File: config.mk
export PLATFORM = sky130hd
export DESIGN_NAME = ser_ctl_rx
export DESIGN_NICKNAME = d
export VERILOG_FILES = /design/src/rtl/ser_ctl_pkg.sv /design/src/rtl/ser_ctl_sync.sv /design/src/rtl/ser_ctl_shift.sv /design/src/rtl/ser_ctl_rx.sv
export SDC_FILE = /design/constraint.sdc
export NUM_CORES = 1
export LEC_CHECK = 0
export BUFFER_PORTS_ARGS = -buffer_cell sky130_fd_sc_hd__buf_2
export CORE_MARGIN = 5
export CORE_UTILIZATION = 50
export DETAILED_ROUTE_END_ITERATION = 16
export PLACE_DENSITY = 0.69
export SLEW_MARGIN = 0
export SYNTH_ARGS = -nofsm -noshare
export SYNTH_HDL_FRONTEND = slang
export SYNTH_SLANG_ARGS = --single-unit
File: constraint.sdc
create_clock -name clk -period 4.4 [get_ports clk]
set_input_delay 0.88 -clock clk [delete_from_list [all_inputs] [get_ports clk]]
set_output_delay 0.88 -clock clk [all_outputs]
set_load 0.03 [all_outputs]
File: src/rtl/ser_ctl_pkg.sv
package ser_ctl_pkg;
  localparam int SER_ADDR_W  = 8;
  localparam int SER_DATA_W  = 44;
  localparam logic [7:0] SER_DEV_CODE = 8'h81;

  // Decoded bus events after synchronisation
  typedef struct packed {
    logic ce_lvl;
    logic ce_rise;
    logic ce_fall;
    logic sck_rise;
    logic dat;
  } bus_evt_t;
endpackage

File: src/rtl/ser_ctl_sync.sv
module ser_ctl_sync #(
  parameter int STAGES = 2
) (
  input  logic                  clk,
  input  logic                  rst_n,
  input  logic                  ce_i,
  input  logic                  dat_i,
  input  logic                  sck_i,
  output ser_ctl_pkg::bus_evt_t evt_o
);
  localparam int LINES = 3;

  logic [LINES-1:0] raw;
  logic [LINES-1:0] stg_q [STAGES];
  logic [LINES-1:0] lvl_q;
  logic [LINES-1:0] cur;

  assign raw = {sck_i, dat_i, ce_i};

  genvar s;
  generate
    for (s = 0; s < STAGES; s++) begin : g_stage
      if (s == 0) begin : g_first
        always_ff @(posedge clk or negedge rst_n) begin
          if (!rst_n) stg_q[s] <= '0;
          else        stg_q[s] <= raw;
        end
      end else begin : g_rest
        always_ff @(posedge clk or negedge rst_n) begin
          if (!rst_n) stg_q[s] <= '0;
          else        stg_q[s] <= stg_q[s-1];
        end
      end
    end
  endgenerate

  assign cur = stg_q[STAGES-1];

  always_ff @(posedge clk or negedge rst_n) begin
    if (!rst_n) lvl_q <= '0;
    else        lvl_q <= cur;
  end

  always_comb begin
    evt_o.ce_lvl   = cur[0];
    evt_o.ce_rise  = cur[0] & ~lvl_q[0];
    evt_o.ce_fall  = ~cur[0] & lvl_q[0];
    evt_o.dat      = cur[1];
    evt_o.sck_rise = cur[2] & ~lvl_q[2];
  end
endmodule

File: src/rtl/ser_ctl_shift.sv
module ser_ctl_shift #(
  parameter int W = 8
) (
  input  logic         clk,
  input  logic         rst_n,
  input  logic         clr_i,
  input  logic         en_i,
  input  logic         bit_i,
  output logic [W-1:0] sr_o,
  output logic         full_o
);
  localparam int CNT_W = $clog2(W + 1);
  localparam logic [CNT_W-1:0] FULL = CNT_W'(W);

  logic [W-1:0]     sr_q, sr_d;
  logic [CNT_W-1:0] cnt_q, cnt_d;

  // newest bit enters at the top, so the oldest kept bit ends at index 0
  always_comb begin
    sr_d  = sr_q;
    cnt_d = cnt_q;
    if (clr_i) begin
      sr_d  = '0;
      cnt_d = '0;
    end else if (en_i) begin
      sr_d = {bit_i, sr_q[W-1:1]};
      if (cnt_q != FULL) cnt_d = cnt_q + 1'b1;
    end
  end

  always_ff @(posedge clk or negedge rst_n) begin
    if (!rst_n) begin
      sr_q  <= '0;
      cnt_q <= '0;
    end else begin
      sr_q  <= sr_d;
      cnt_q <= cnt_d;
    end
  end

  assign sr_o   = sr_q;
  assign full_o = (cnt_q == FULL);
endmodule

File: src/rtl/ser_ctl_rx.sv
module ser_ctl_rx #(
  parameter int         ADDR_W   = ser_ctl_pkg::SER_ADDR_W,
  parameter int         DATA_W   = ser_ctl_pkg::SER_DATA_W,
  parameter logic [7:0] DEV_CODE = ser_ctl_pkg::SER_DEV_CODE,
  parameter int         SYNC_N   = 2
) (
  input  logic              clk,
  input  logic              rst_n,
  input  logic              bus_ce,
  input  logic              bus_dat,
  input  logic              bus_sck,
  output logic [DATA_W-1:0] word_o,
  output logic              word_vld_o
);
  localparam logic [ADDR_W-1:0] CODE = ADDR_W'(DEV_CODE);

  // reset: asserted asynchronously, released on a clock edge
  logic [1:0] rst_sync_q;
  logic       rst_int_n;

  always_ff @(posedge clk or negedge rst_n) begin
    if (!rst_n) rst_sync_q <= '0;
    else        rst_sync_q <= {rst_sync_q[0], 1'b1};
  end
  assign rst_int_n = rst_sync_q[1];

  ser_ctl_pkg::bus_evt_t evt;

  ser_ctl_sync #(.STAGES(SYNC_N)) u_sync (
    .clk   (clk),
    .rst_n (rst_int_n),
    .ce_i  (bus_ce),
    .dat_i (bus_dat),
    .sck_i (bus_sck),
    .evt_o (evt)
  );

  // address phase: enable low
  logic              addr_clr, addr_en, addr_full;
  logic [ADDR_W-1:0] addr_sr;

  assign addr_clr = evt.ce_fall;
  assign addr_en  = evt.sck_rise & ~evt.ce_lvl;

  ser_ctl_shift #(.W(ADDR_W)) u_addr (
    .clk    (clk),
    .rst_n  (rst_int_n),
    .clr_i  (addr_clr),
    .en_i   (addr_en),
    .bit_i  (evt.dat),
    .sr_o   (addr_sr),
    .full_o (addr_full)
  );

  // payload phase: enable high, only after a matching address
  logic              sel_q, sel_d;
  logic              pay_clr, pay_en, pay_full;
  logic [DATA_W-1:0] pay_sr;

  assign pay_clr = evt.ce_rise;
  assign pay_en  = evt.sck_rise & evt.ce_lvl & sel_q;

  ser_ctl_shift #(.W(DATA_W)) u_pay (
    .clk    (clk),
    .rst_n  (rst_int_n),
    .clr_i  (pay_clr),
    .en_i   (pay_en),
    .bit_i  (evt.dat),
    .sr_o   (pay_sr),
    .full_o (pay_full)
  );

  logic [DATA_W-1:0] word_q, word_d;
  logic              vld_q, vld_d;
  logic              commit;

  assign commit = evt.ce_fall & sel_q & pay_full;

  always_comb begin
    sel_d = sel_q;
    if (evt.ce_rise)      sel_d = addr_full & (addr_sr == CODE);
    else if (evt.ce_fall) sel_d = 1'b0;
  end

  always_comb begin
    word_d = word_q;
    vld_d  = 1'b0;
    if (commit) begin
      word_d = pay_sr;
      vld_d  = 1'b1;
    end
  end

  always_ff @(posedge clk or negedge rst_int_n) begin
    if (!rst_int_n) begin
      sel_q  <= 1'b0;
      word_q <= '0;
      vld_q  <= 1'b0;
    end else begin
      sel_q  <= sel_d;
      word_q <= word_d;
      vld_q  <= vld_d;
    end
  end

  // taps for the bound checker
  logic ce_fall_w, sel_w, pay_full_w;
  assign ce_fall_w  = evt.ce_fall;
  assign sel_w      = sel_q;
  assign pay_full_w = pay_full;

  assign word_o     = word_q;
  assign word_vld_o = vld_q;
endmodule

# Word level (Yosys, flattened, before mapping)

Index checks and enable logic that the tools add are counted.

Add/sub/neg operators: 2
$mul: 0
Divide/modulo/power cells: 0
$lt $le $gt $ge: 0
Eq/ne operators: 5
Shift-type cells: 0
Mux-type cells: 13
Bitwise gates (word level): 12
Reduce and logical (&&, ||, !) cells: 7

Operators by type and width:

| operator              | count |
|---|---|
| $mux W44              | 2 |
| $mux W6               | 3 |
| $mux W8               | 2 |
| $mux W4               | 3 |
| $reduce_bool A2 Y1    | 5 |
| $and A1 B1 Y1         | 9 |
| $eq A8 B8 Y1 const B  | 1 |
| $add A6 B1 Y6 const B | 1 |
| $eq A6 B6 Y1 const B  | 1 |
| $ne A6 B6 Y1 const B  | 1 |
| $add A4 B1 Y4 const B | 1 |
| $eq A4 B4 Y1 const B  | 1 |
| $ne A4 B4 Y1 const B  | 1 |
| $reduce_and A2 Y1     | 2 |
| $mux W1               | 3 |
| $not A1 Y1            | 3 |

Register bits: 119
Latch bits: 0
RAM bits: 0
ROM bits: 0
Input bits: 5
Output and inout port bits: 45
Memories: 0

# Longest topological paths before layout

Word-level depth: 6
Depth in mapped cells: 7
Mapped depth without buffers: 6

# Hierarchy

From an unflattened synthesis, not the netlist that was laid out.

Cell total of the unflattened synthesis: 353
Area total of the unflattened synthesis: 4919.7 um^2

Modules (own cells, without submodules):

| module                 | instances | cells an instance | area each (um^2) |
|---|---|---|---|
| ser_ctl_shift (u_pay)  | 1         | 183               | 2159.6 |
| ser_ctl_rx             | 1         | 107               | 1959.4 |
| ser_ctl_shift (u_addr) | 1         | 50                | 564.3 |
| ser_ctl_sync           | 1         | 13                | 236.5 |

# Worst setup path after synthesis

Ideal clock, no wire load.

Path type: reg-to-reg
From: register u_pay.cnt_q[0]
To: register word_q[11], in the netlist word_o[11]
Library setup time: 0.125 ns
Arrival: 1.481 ns
Path slack: 2.794 ns
Cell stages (with the launch flop): 8
Path buffers: 1
Cells stage by stage: dfrtp_1 -> inv_1 -> ha_1 -> nand2_1 -> nor3_4 -> nand3_4 -> buf_6 -> mux2_4

Cells in the longest elaborated chain, start to end: 2

Ends and longest elaborated chain:

| what                   | RTL line            | RTL |
|---|---|---|
| start, declared        | ser_ctl_shift.sv:16 | `logic [CNT_W-1:0] cnt_q, cnt_d;` |
| start signal, assigned | ser_ctl_shift.sv:37 | `cnt_q <= cnt_d;` |
| $eq A6 B6 Y1           | ser_ctl_shift.sv:42 | `assign full_o = (cnt_q == FULL);` |
| $and A1 B1 Y1          | ser_ctl_rx.sv:77    | `assign commit = evt.ce_fall & sel_q & pay_full;` |
| end signal, assigned   | ser_ctl_rx.sv:101   | `word_q <= word_d;` |
| end, declared          | ser_ctl_rx.sv:73    | `logic [DATA_W-1:0] word_q, word_d;` |

No other way between the ends.
A chain may end at the register's enable or synchronous reset.

# Worst setup path after layout

From: register u_sync.stg_q (netlist bit u_sync.cur[0])
To: register word_q[38], in the netlist word_o[38]

Cells in the longest elaborated chain, start to end: 4

Ends and longest elaborated chain:

| what                            | RTL line           | RTL |
|---|---|---|
| start, declared                 | ser_ctl_sync.sv:14 | `logic [LINES-1:0] stg_q [STAGES];` |
| start signal, assigned by index | ser_ctl_sync.sv:31 | `else stg_q[s] <= stg_q[s-1];` |
| $not A1 Y1                      | ser_ctl_sync.sv:47 | `evt_o.ce_fall = ~cur[0] & lvl_q[0];` |
| $and A1 B1 Y1                   | ser_ctl_sync.sv:47 |  |
| $and A1 B1 Y1 (2 in a row)      | ser_ctl_rx.sv:77   |  |

No other way between the ends.

==> impl_results.md <==
- Relative slew slack: between 30 and 40%
- DR vias/cell: between 5 and 6
- H-tree depth: 4
- Post-route antenna net violation count: 0
- Unique masters post-synth: 33
- Cts hold-fix bufs: 0
- Worst Path Class, Setup: reg2reg
- Final Util: approximately three fifths
- PwrDens: around 450 nW/um^2
- Worst vdd ir: between 0.0003 and 0.0004 V
- Share of cells above drive strength 1: about 30%
- Final period util: 55.2%
- Clock Tree Buf Depth: 2
- Insertion delay of the later-clocked pin in the worst-skew pair: around 500 ps
- Crit path max fanout: 45
- Sequential element share of the synthesized area: between 60 and 70%
- Placed cells: roughly 550
- Final min period: 2430 ps
- Initial antenna violation count: 0
- Hold Vio Cnt, Final: 0
- Drt first pass iters: 4
- Setup bufs post-CTS: 0
- Initial Utilization: 51.5%
- Register clock-pin slew on the reported worst setup and hold paths: 60 ps
- Flops & latches, synth: 118
- Vias: 2,948
- Multi-input gate area: 1680 sq um
- Die Width: 108 um
- Arr. time, crit path: ~2800 ps
- Drt wl/cell: ~14 um
- Max-slew violations: 0
- Synthesized area: roughly 4800 sq um
- Register area: about 3000 sq um
- Area delta synth->final: 19.6%
- Total clock sinks: roughly 120
- Total GRT Usage: between 10% and 20%
- Detailed Route WL: 8.27 mm
- Largest net degree at the start of global routing: 85
- I/O Pins: 50
- RSZ-0062 raised after global routing: no
- Die area: 11,600 sq um
- Finished Cell Area: around 5700 sq um
- Most frequent cells in the layout: 117 x dfrtp_1, 94 x nand2_1, 49 x buf_2
- Final Skew: about 10 ps
- # rows: 35
- Diode count: 0
- Design Power: 2560 uW
- First-pass GRT wire length: between 10 and 15 mm
- CP Capture Type: flip-flop
- Total CTS buffers: 17
- Synth Flop Type: dfrtp_1
- Number of synthesized flops with an enable pin: 0
- Final Setup Violations: 0
- Vias in the first global route: just over 3k
- Synth async-reset ratio: 100%
- IO buf count: roughly 50
- LEAKAGE: around 0.0029 uW
- Fmax: between 400 and 500 MHz
- Final #Nets: 452
- Ys Warns: 0
- Post-route insts no fill: 583
- Core region area: slightly above 9000 sq um
- Global route overflow: 0
- CTS tree: done
- Startpoint Class: flip-flop
- Worst slew pin tran: 1040 ps
- Mean post-synth cell area: around 12 sq um
- Hold Path Class: in2async
- Final GP Congestion: 0.704
- Syn Inst Count: about 390
- Die Y: between 100 and 150 um
- Clock root buffer: clkbuf_8
- WP data required: between 4000 and 5000 ps
- Post-CTS sizing: 0
- Max cap viols: 0
- Status: finished, final reports clean
- Syn_nets: 403
- Placement Cell Area: 5100 sq um
- DRC Markers: 0
- HPWL Detailed: a little under 5 mm
- Fillers: ~730
- Sum Neg Setup Slack: 0 ps
- Commonest non-fill, non-tap cell in the layout: dfrtp_1
- Number of DRC markers in iteration 0: ~130
[routing by layer]
metal	track usage [%]	vias to the layer above	routed length, um
met5	0	-	0
met4	5.59	0	69
met3	4.20	5	387
met2	25.4	80	4030
met1	20.5	1453	3780
li1	-	1410	-
[worst max-delay path: stages, from the launching register on]
cell and delay (ps):
dfrtp_1 430, inv_1 80, ha_1 450, nand3_4 770
mux2_4 550
[cells in the mapped netlist, types with 4 or more instances]
master / count / area [sq um]
nor2_1: 14 / 52.6
inv_1: 8 / 30.0
mux2_2: 5 / 56.3
clkbuf_1: 12 / 45.0
dfrtp_1: 118 / 2950
buf_6: 4 / 45.0
mux2_4: 39 / 586
a21oi_1: 48 / 240
buf_1: 4 / 15.0
mux2i_1: 9 / 90.1
ha_1: 6 / 75.1
nand2_1: 94 / 353
[metrics by stage]
stage	hold WS, ps	setup slack [ps]
after global placement	334	2030
after detailed placement	339	1970
after floorplan	331	869
final	148	1970
after global routing	135	1790
after CTS	133	1950
[layout make-up]
type / instances / share of cell area [%]
well taps: 129 / 2.82
multi-input cells: 244 / 29.5
repair buffers: 52 / 4.68
clock buffers: 17 / 7.25
inverters: 8 / 0.525
flip-flops and latches: 118 / 51.7
clock inverters: 15 / 3.52
[sequential cells by signal (all words and copies together) (netlist names), 3 cells and up]
register	flops
u_pay.cnt_q	6
u_addr.sr_o	8
u_pay.sr_o	44
u_addr.cnt_q	4
word_o	44
u_sync.cur	3
u_sync.stg_q	3
[kinds of logic (layout without fill, tap and decap cells)]
logic type	after synthesis	in the layout	synth area share (%)
XOR/XNOR	5	5	0.917
buffers and inverters	30	92	3.04
flip-flops	118	118	61.8
other	1	1	0.0785
AO/OA/AOI/OAI	52	52	5.60
adder cells (fa/ha/maj)	6	6	1.57
multiplexers	53	53	15.3
AND/OR/NAND/NOR	127	127	11.7
[path summary, 6_finish.rpt]
check | from | end | slack [ps] | cells past startpoint
worst max-delay path | u_sync.cur[0]$_DFF_PN0_ | word_o[38]$_DFFE_PN0P_ | 1970 | 4
worst max register to register | u_sync.cur[0]$_DFF_PN0_ | word_o[38]$_DFFE_PN0P_ | 1970 | 4
min in group clk | u_sync.stg_q[5]$_DFF_PN0_ | u_sync.cur[2]$_DFF_PN0_ | 350 | 0
max in group asynchronous | rst_sync_q[1]$_DFF_PN0_ | u_pay.cnt_q[1]$_DFFE_PN0P_ | 2840 | 1
worst min-delay path | rst_n | rst_sync_q[1]$_DFF_PN0_ | 150 | 1
worst min register to register | u_sync.stg_q[5]$_DFF_PN0_ | u_sync.cur[2]$_DFF_PN0_ | 350 | 0
[where the power goes]
group | leakage (uW) | switching (uW) | internal, uW
registers | 0.00162 | 19.7 | 1090
clock network | 0.000295 | 486 | 922
logic | 0.000969 | 23.5 | 10.5
total | 0.00289 | 529 | 2030
Note: power is estimated with default switching activity, not from simulation.
